File: src/rtl/spi_ctl_pkg.sv
package spi_ctl_pkg;

  localparam int DIV_W = 7;

  typedef enum logic [1:0] {
    ADR_CTRL = 2'd0,
    ADR_STAT = 2'd1,
    ADR_DATA = 2'd2,
    ADR_NONE = 2'd3
  } reg_addr_e;

  typedef struct packed {
    logic       irq_en;
    logic       enable;
    logic       master;
    logic [1:0] rate;
  } ctrl_t;

  // Half-period of the serial clock minus one, in system clock cycles.
  function automatic logic [DIV_W-1:0] half_limit(input logic dbl, input logic [1:0] rate);
    int lg;
    lg = (rate == 2'd3) ? 6 : (2 * int'(rate) + 1);
    lg = lg - int'(dbl);
    return DIV_W'((1 << lg) - 1);
  endfunction

endpackage

File: src/rtl/spi_ctl_sync.sv
module spi_ctl_sync #(
  parameter int          W      = 1,
  parameter int          STAGES = 2,
  parameter logic [W-1:0] RST   = '0
) (
  input  logic         clk,
  input  logic         rst_n,
  input  logic [W-1:0] d,
  output logic [W-1:0] q
);

  logic [W-1:0] stg_q [STAGES];

  genvar i;
  generate
    for (i = 0; i < STAGES; i++) begin : g_stage
      always_ff @(posedge clk or negedge rst_n) begin
        if (!rst_n) begin
          stg_q[i] <= RST;
        end else if (i == 0) begin
          stg_q[i] <= d;
        end else begin
          stg_q[i] <= stg_q[(i == 0) ? 0 : i-1];
        end
      end
    end
  endgenerate

  assign q = stg_q[STAGES-1];

endmodule

File: src/rtl/spi_ctl_master.sv
module spi_ctl_master
  import spi_ctl_pkg::*;
#(
  parameter int DW = 8
) (
  input  logic             clk,
  input  logic             rst_n,
  input  logic             start,
  input  logic             abort,
  input  logic [DW-1:0]    load_data,
  input  logic [DIV_W-1:0] half_lim,
  input  logic             sdi,
  output logic             busy,
  output logic             sck,
  output logic             sdo,
  output logic             done,
  output logic [DW-1:0]    rx
);

  localparam int            EW        = $clog2(2 * DW);
  localparam logic [EW-1:0] LAST_EDGE = EW'(2 * DW - 1);

  logic             busy_q, busy_d;
  logic             sck_q, sck_d;
  logic             samp_q, samp_d;
  logic [DW-1:0]    sh_q, sh_d;
  logic [DIV_W-1:0] cnt_q, cnt_d;
  logic [EW-1:0]    edge_q, edge_d;
  logic             tick, last;

  always_comb begin
    tick   = busy_q && (cnt_q == half_lim);
    last   = tick && sck_q && (edge_q == LAST_EDGE);
    busy_d = busy_q;
    sck_d  = sck_q;
    samp_d = samp_q;
    sh_d   = sh_q;
    cnt_d  = cnt_q;
    edge_d = edge_q;
    if (abort) begin
      busy_d = 1'b0;
      sck_d  = 1'b0;
      cnt_d  = '0;
      edge_d = '0;
    end else if (!busy_q) begin
      if (start) begin
        busy_d = 1'b1;
        sh_d   = load_data;
        cnt_d  = '0;
        edge_d = '0;
        sck_d  = 1'b0;
      end
    end else if (tick) begin
      cnt_d  = '0;
      edge_d = edge_q + 1'b1;
      sck_d  = ~sck_q;
      if (!sck_q) begin
        samp_d = sdi;
      end else begin
        sh_d = {sh_q[DW-2:0], samp_q};
      end
      if (last) begin
        busy_d = 1'b0;
        sck_d  = 1'b0;
        edge_d = '0;
      end
    end else begin
      cnt_d = cnt_q + 1'b1;
    end
  end

  always_ff @(posedge clk or negedge rst_n) begin
    if (!rst_n) begin
      busy_q <= 1'b0;
      sck_q  <= 1'b0;
      samp_q <= 1'b0;
      sh_q   <= '0;
      cnt_q  <= '0;
      edge_q <= '0;
    end else begin
      busy_q <= busy_d;
      sck_q  <= sck_d;
      samp_q <= samp_d;
      sh_q   <= sh_d;
      cnt_q  <= cnt_d;
      edge_q <= edge_d;
    end
  end

  assign busy = busy_q;
  assign sck  = sck_q;
  assign sdo  = sh_q[DW-1];
  assign done = last && !abort;
  assign rx   = {sh_q[DW-2:0], samp_q};

endmodule

File: src/rtl/spi_ctl_slave.sv
module spi_ctl_slave #(
  parameter int DW = 8
) (
  input  logic          clk,
  input  logic          rst_n,
  input  logic          sel,
  input  logic          sck_s,
  input  logic          sdi_s,
  input  logic          load,
  input  logic [DW-1:0] load_data,
  output logic          busy,
  output logic          sdo,
  output logic          done,
  output logic [DW-1:0] rx
);

  localparam int            CW       = $clog2(DW);
  localparam logic [CW-1:0] LAST_BIT = CW'(DW - 1);

  logic          prev_q, prev_d;
  logic          samp_q, samp_d;
  logic          tail_q, tail_d;
  logic [DW-1:0] sh_q, sh_d;
  logic [CW-1:0] cnt_q, cnt_d;
  logic          rise, fall;

  always_comb begin
    rise   = sel && sck_s && !prev_q;
    fall   = sel && !sck_s && prev_q;
    prev_d = sck_s;
    samp_d = samp_q;
    tail_d = tail_q;
    sh_d   = sh_q;
    cnt_d  = cnt_q;
    if (!sel) begin
      cnt_d  = '0;
      tail_d = 1'b0;
    end else begin
      if (rise) begin
        samp_d = sdi_s;
        if (cnt_q == LAST_BIT) begin
          cnt_d  = '0;
          tail_d = 1'b1;
        end else begin
          cnt_d = cnt_q + 1'b1;
        end
      end
      if (fall) begin
        sh_d   = {sh_q[DW-2:0], samp_q};
        tail_d = 1'b0;
      end
    end
    if (load) begin
      sh_d = load_data;
    end
  end

  always_ff @(posedge clk or negedge rst_n) begin
    if (!rst_n) begin
      prev_q <= 1'b0;
      samp_q <= 1'b0;
      tail_q <= 1'b0;
      sh_q   <= '0;
      cnt_q  <= '0;
    end else begin
      prev_q <= prev_d;
      samp_q <= samp_d;
      tail_q <= tail_d;
      sh_q   <= sh_d;
      cnt_q  <= cnt_d;
    end
  end

  assign busy = sel && ((cnt_q != '0) || tail_q);
  assign sdo  = sh_q[DW-1];
  assign done = rise && (cnt_q == LAST_BIT);
  assign rx   = {sh_q[DW-2:0], sdi_s};

endmodule

File: src/rtl/spi_ctl.sv
module spi_ctl
  import spi_ctl_pkg::*;
#(
  parameter int DW          = 8,
  parameter int SYNC_STAGES = 2
) (
  input  logic          clk,
  input  logic          rst_n,
  input  logic [1:0]    addr,
  input  logic          wr_en,
  input  logic          rd_en,
  input  logic [DW-1:0] wdata,
  output logic [DW-1:0] rdata,
  input  logic          glob_ie,
  input  logic          irq_ack,
  output logic          irq,
  output logic          sck_o,
  input  logic          sck_i,
  output logic          sdo,
  input  logic          sdi,
  input  logic          ss_n,
  input  logic          ss_is_input
);

  // Reset: asserted asynchronously, released on a clock edge.
  logic [1:0] rst_sync_q;
  logic       rst_i;

  always_ff @(posedge clk or negedge rst_n) begin
    if (!rst_n) begin
      rst_sync_q <= 2'b00;
    end else begin
      rst_sync_q <= {rst_sync_q[0], 1'b1};
    end
  end
  assign rst_i = rst_sync_q[1];

  logic ss_s, sck_s, sdi_s;

  spi_ctl_sync #(
    .W      (3),
    .STAGES (SYNC_STAGES),
    .RST    (3'b100)
  ) u_sync (
    .clk   (clk),
    .rst_n (rst_i),
    .d     ({ss_n, sck_i, sdi}),
    .q     ({ss_s, sck_s, sdi_s})
  );

  reg_addr_e addr_e;
  logic      wr_ctrl, wr_stat, wr_data, rd_stat, data_acc;

  ctrl_t         ctrl_q, ctrl_d;
  logic          dbl_q, dbl_d;
  logic          spif_q, spif_d;
  logic          wcol_q, wcol_d;
  logic          arm_q, arm_d;
  logic          arm_col_q, arm_col_d;
  logic [DW-1:0] rx_buf_q, rx_buf_d;

  logic          m_busy, m_done, m_sdo, m_start, m_abort, m_sck;
  logic [DW-1:0] m_rx;
  logic          s_busy, s_done, s_sdo, s_sel, s_load;
  logic [DW-1:0] s_rx;
  logic          xfer_busy, fault, collide, data_wr_ok;

  always_comb begin
    addr_e     = reg_addr_e'(addr);
    wr_ctrl    = wr_en && (addr_e == ADR_CTRL);
    wr_stat    = wr_en && (addr_e == ADR_STAT);
    wr_data    = wr_en && (addr_e == ADR_DATA);
    rd_stat    = rd_en && (addr_e == ADR_STAT);
    data_acc   = (wr_en || rd_en) && (addr_e == ADR_DATA);
    xfer_busy  = m_busy || s_busy;
    fault      = ctrl_q.enable && ctrl_q.master && ss_is_input && !ss_s;
    m_abort    = fault || !ctrl_q.enable || !ctrl_q.master;
    data_wr_ok = wr_data && !xfer_busy;
    collide    = wr_data && xfer_busy;
    m_start    = data_wr_ok && ctrl_q.enable && ctrl_q.master && !fault;
    s_load     = data_wr_ok;
    s_sel      = ctrl_q.enable && !ctrl_q.master && !ss_s;
  end

  spi_ctl_master #(.DW(DW)) u_master (
    .clk       (clk),
    .rst_n     (rst_i),
    .start     (m_start),
    .abort     (m_abort),
    .load_data (wdata),
    .half_lim  (half_limit(dbl_q, ctrl_q.rate)),
    .sdi       (sdi),
    .busy      (m_busy),
    .sck       (m_sck),
    .sdo       (m_sdo),
    .done      (m_done),
    .rx        (m_rx)
  );

  spi_ctl_slave #(.DW(DW)) u_slave (
    .clk       (clk),
    .rst_n     (rst_i),
    .sel       (s_sel),
    .sck_s     (sck_s),
    .sdi_s     (sdi_s),
    .load      (s_load),
    .load_data (wdata),
    .busy      (s_busy),
    .sdo       (s_sdo),
    .done      (s_done),
    .rx        (s_rx)
  );

  // Next state of the register file and flags.
  always_comb begin
    ctrl_d    = ctrl_q;
    dbl_d     = dbl_q;
    spif_d    = spif_q;
    wcol_d    = wcol_q;
    arm_d     = arm_q;
    arm_col_d = arm_col_q;
    rx_buf_d  = rx_buf_q;

    if (wr_ctrl) begin
      ctrl_d.irq_en = wdata[7];
      ctrl_d.enable = wdata[6];
      ctrl_d.master = wdata[4];
      ctrl_d.rate   = wdata[1:0];
    end
    if (fault) begin
      ctrl_d.master = 1'b0;
    end
    if (wr_stat) begin
      dbl_d = wdata[0];
    end

    if (m_done) begin
      rx_buf_d = m_rx;
    end else if (s_done) begin
      rx_buf_d = s_rx;
    end

    // Arming on a status read that observes a flag.
    if (rd_stat && (spif_q || wcol_q)) begin
      arm_d = 1'b1;
      if (wcol_q) begin
        arm_col_d = 1'b1;
      end
    end

    // Clearing access to the data register.
    if (data_acc && arm_q) begin
      spif_d    = 1'b0;
      arm_d     = 1'b0;
      arm_col_d = 1'b0;
      if (arm_col_q) begin
        wcol_d = 1'b0;
      end
    end
    if (irq_ack) begin
      spif_d = 1'b0;
    end

    // Set events take priority over clears.
    if (m_done || s_done || fault) begin
      spif_d = 1'b1;
    end
    if (collide) begin
      wcol_d = 1'b1;
    end
  end

  always_ff @(posedge clk or negedge rst_i) begin
    if (!rst_i) begin
      ctrl_q    <= '0;
      dbl_q     <= 1'b0;
      spif_q    <= 1'b0;
      wcol_q    <= 1'b0;
      arm_q     <= 1'b0;
      arm_col_q <= 1'b0;
      rx_buf_q  <= '0;
    end else begin
      ctrl_q    <= ctrl_d;
      dbl_q     <= dbl_d;
      spif_q    <= spif_d;
      wcol_q    <= wcol_d;
      arm_q     <= arm_d;
      arm_col_q <= arm_col_d;
      rx_buf_q  <= rx_buf_d;
    end
  end

  always_comb begin
    case (addr_e)
      ADR_CTRL: rdata = DW'({ctrl_q.irq_en, ctrl_q.enable, 1'b0, ctrl_q.master, 2'b00, ctrl_q.rate});
      ADR_STAT: rdata = DW'({spif_q, wcol_q, 5'b00000, dbl_q});
      ADR_DATA: rdata = rx_buf_q;
      default:  rdata = '0;
    endcase
  end

  assign irq   = spif_q && ctrl_q.irq_en && glob_ie;
  assign sck_o = m_sck;
  assign sdo   = ctrl_q.master ? m_sdo : s_sdo;

endmodule

File: config.mk
export PLATFORM = sky130hd
export DESIGN_NAME = spi_ctl
export DESIGN_NICKNAME = d
export VERILOG_FILES = /design/src/rtl/spi_ctl_pkg.sv /design/src/rtl/spi_ctl_sync.sv /design/src/rtl/spi_ctl_master.sv /design/src/rtl/spi_ctl_slave.sv /design/src/rtl/spi_ctl.sv
export SDC_FILE = /design/constraint.sdc
export NUM_CORES = 1
export LEC_CHECK = 0
export BUFFER_PORTS_ARGS = -buffer_cell sky130_fd_sc_hd__buf_2
export CORE_ASPECT_RATIO = 1.5
export CORE_MARGIN = 1
export CORE_UTILIZATION = 50
export CTS_CLUSTER_DIAMETER = 100
export CTS_CLUSTER_SIZE = 25
export DETAILED_ROUTE_END_ITERATION = 16
export GPL_TIMING_DRIVEN = 0
export PLACE_DENSITY = 0.69
export REMOVE_ABC_BUFFERS = 1
export SETUP_SLACK_MARGIN = 0.2
export SYNTH_ARGS = -nofsm -noshare
export SYNTH_HDL_FRONTEND = slang
export SYNTH_SLANG_ARGS = --single-unit
File: constraint.sdc
create_clock -name clk -period 2.6 [get_ports clk]
set_clock_uncertainty 0.15 [all_clocks]
set_input_delay 0.13 -clock clk [delete_from_list [all_inputs] [get_ports clk]]
set_output_delay 0.13 -clock clk [all_outputs]
set_load 0.02 [all_outputs]
==> impl_results.md <==
- GPL Wtd Cong: 0.819
- Period utilization: 91.3%
- Worst Setup End Kind: register
- TritonCTS sink count: 62
- Final Critical Period: 2.37 ns
- Int Power: 1.90 mW
- Vias per cell: 5.66
- Unrepaired setup endpoints after global routing: yes
- Synth Cell Area: 3160 um^2
- P&R area growth vs syn: 20.8%
- DIE HEIGHT: 99.3 um
- Yosys reg bits: 62
- CTS tree: built
- Yosys cell types: 47
- I/O pins: 31
- Share of cells above drive strength 1: 28.8%
- # diodes: 0
- Initial Util: 51.5%
- Worst skew pair latency: 0.33 ns
- First-pass DRT Iterations: 4
- Least-Margin Pin Slew: 0.896 ns
- Core area: 6130 um^2
- Area leader, netlist: dfrtp_1
- Critical path required time: around 2.7 ns
- Wirelength per Cell: 16.2 um
- Final slew viol count: 0
- Comb pwr share: between 10% and 20%
- Post-synth top flop: dfrtp_1
- Largest net degree at the start of global routing: 38
- Die X: about 67 um
- Sequential share of the synthesized area: 49.2%
- CTS clock-pin slew for the worst setup and hold paths: 0.07 ns
- Hpwl dp: 4690 um
- Maximum vdd ir drop: 0.000471 V
- Dpl cells: just under 400
- Nets: ~370
- Number of global-route vias before repair: 2342
- Slew headroom: 40.1%
- Share of the synthesized area in the top cell type: 47.6%
- Pleak: 1.73 nW
- Setup crit start kind: register
- Routed wire length: 6820 um
- Sw power: 0.684 mW
- Number of DRC markers in iteration 0: between 150 and 200
- Initial antenna violation count: 0
- Layout Cells excl Fill: 421
- Die area: 6640 um^2
- Synthesized instance count: 293
- Avg Cell Area, Syn: 10.8 um^2
- Post-Route Utilization: between 60 and 70%
- Setup CP Type: register to register
- Status: finished clean
- Routed Antenna Nets: 0
- Switch share: 26.4%
- Clk pwr share: between 30% and 40%
- H-tree levels: 3
- DRC: 0
- Setup violators final: 0
- Power per cell area: 678 nW/um^2
- Async SR Flop Fraction: 100%
- CP Data Arrival Time: 2.44 ns
- EDFF count, synth: 0
- Area after DPL: ~3400 um^2
- Synth top area cells: dfrtp_1 (48%), mux2_2 (14%), mux2i_1 (4.4%), nand2_1 (4.3%), o21ai_0 (3.6%)
- Hold Crit Class: input pin to register
- Fill cells: 500
- Overflow after GRT: 0
- Crit-path max FO: 13
- Design area: 3810 um^2
- Max frequency: 421 MHz
- Final Hold Viols: 0
- Vias: 2383
- Seq pwr share: 47.3%
- Cell row count: 35
- Clk buf depth: 2
- Max cap viols: 0
- I/O Buffers: 30
- Clock root cell: clkbuf_8
- First-pass GRT wire length: 11100 um
- Ys Warns: 0
- CTS Buf Count: 9
- Tot GR Track Use: 23.1%
[power groups by stage]
stage / registers, mW / clock network, mW / logic, mW
3_5_place_dp: 1.24 / 0 / 0.357
6_report: 1.22 / 0.978 / 0.385
2_1_floorplan: 1.20 / 0 / 0.262
3_3_place_gp: 1.24 / 0 / 0.328
4_1_cts: 1.22 / 1.00 / 0.380
5_1_grt: 1.24 / 1.06 / 0.422
[kinds of logic after synthesis]
group                    after synthesis  synth area share, %
buffers and inverters                 20                 2.54
AND/OR/NAND/NOR                       95                 15.6
XOR/XNOR                               3                0.832
AO/OA/AOI/OAI                         53                 11.0
other                                  1                0.119
adder cells (fa/ha/maj)                5                 1.98
flip-flops                            62                 49.2
multiplexers                          54                 18.7
[layout make-up]
type | count | area, um^2 | area share [%]
inverters | 10 | 37.5 | 0.984
clock inverters | 3 | 65.1 | 1.71
clock buffers | 13 | 169 | 4.43
repair buffers | 48 | 350 | 9.18
multi-input cells | 211 | 1540 | 40.5
well taps | 74 | 92.6 | 2.43
flip-flops and latches | 62 | 1560 | 40.8
[metrics by stage]
step	hold WS, ns	setup WS (ns)	TNS, ns	power (mW)
after floorplan	-0.316	0.288	0	1.46
after CTS	0.00694	0.179	0	2.61
after detailed placement	-0.233	-0.0813	-1.13	1.60
after global placement	-0.234	-0.0993	-6.01	1.57
after global routing	0.0520	0.0922	0	2.72
final	0.0233	0.225	0	2.59
[cell usage after synthesis (2+ instances only)]
cell,n
dfrtp_1,60
mux2_2,40
nand2_1,36
o21ai_0,23
nor2_1,15
mux2i_1,14
inv_1,10
a21oi_1,8
o211ai_1,7
clkbuf_1,5
ha_1,5
nand2b_1,5
nand3_1,5
nor2b_1,5
nor3_1,5
and2_1,4
buf_2,4
nor3b_1,4
or3_1,3
and3_1,2
and4_1,2
dfstp_2,2
o221ai_1,2
o31ai_1,2
or4_1,2
xnor2_1,2
[sequential cells by signal (all words and copies together) (netlist names), 2 cells and up]
register	cells
rx_buf_q	8
u_master.sh_q	8
u_slave.sh_q	8
u_master.cnt_q	7
ctrl_q	5
u_master.edge_q	4
u_slave.cnt_q	3
u_sync.q	3
u_sync.stg_q	3
rst_sync_q	2
[layer usage]
layer	routed length [um]	part of all wire, %	GRT usage [%]
met5	0	0	0
met4	165	2.4	11.0
met3	172	2.5	5.16
met2	3530	52	38.5
met1	2950	43	27.6
[placed cells by master (no fill, tap or decap), types with 4 or more instances in the layout]
master         count
mux2i_1           14
o21ai_0           22
dlygate4sd3_1     16
nand2b_1           5
nor2b_1            5
nor2_1            14
a21oi_1            8
mux2_2            40
dfrtp_1           58
clkbuf_8          12
nand2_1           36
and2_1             4
ha_1               5
nand3_1            5
buf_2             30
inv_1             10
nor3b_1            4
nor3_1             5
o211ai_1           7
[worst max-delay path: stages (launching register included)]
cell	delay [ns]
dfrtp_2	0.55
inv_1	0.14
or3_1	0.55
nor4_4	0.38
buf_12	0.17
mux2_2	0.33
[final timing paths]
check	from	end	slack, ns	depth (start not counted)
worst max register to register	u_master.busy	rx_buf_q[2]	0.23	5
worst min register to register	rst_sync_q[1]	u_master.sh_q[3]	0.12	0
worst min-delay path	ss_is_input	ctrl_q[2]	0.02	4
worst max-delay path	u_master.busy	rx_buf_q[2]	0.23	5
min in group asynchronous	rst_sync_q[1]	u_master.sh_q[3]	0.12	0
max in group asynchronous	rst_sync_q[1]	u_sync.stg_q[5]	1.52	1
[timing repair]
action,4_1_cts,5_1_grt
setup endpoints to repair,29,29
resized for setup,4,3
hold buffers,16,0
setup buffers,1,0
endpoints found under the hold margin,23,0
pin swaps,1,1
Note: power is estimated with default switching activity, not from simulation.
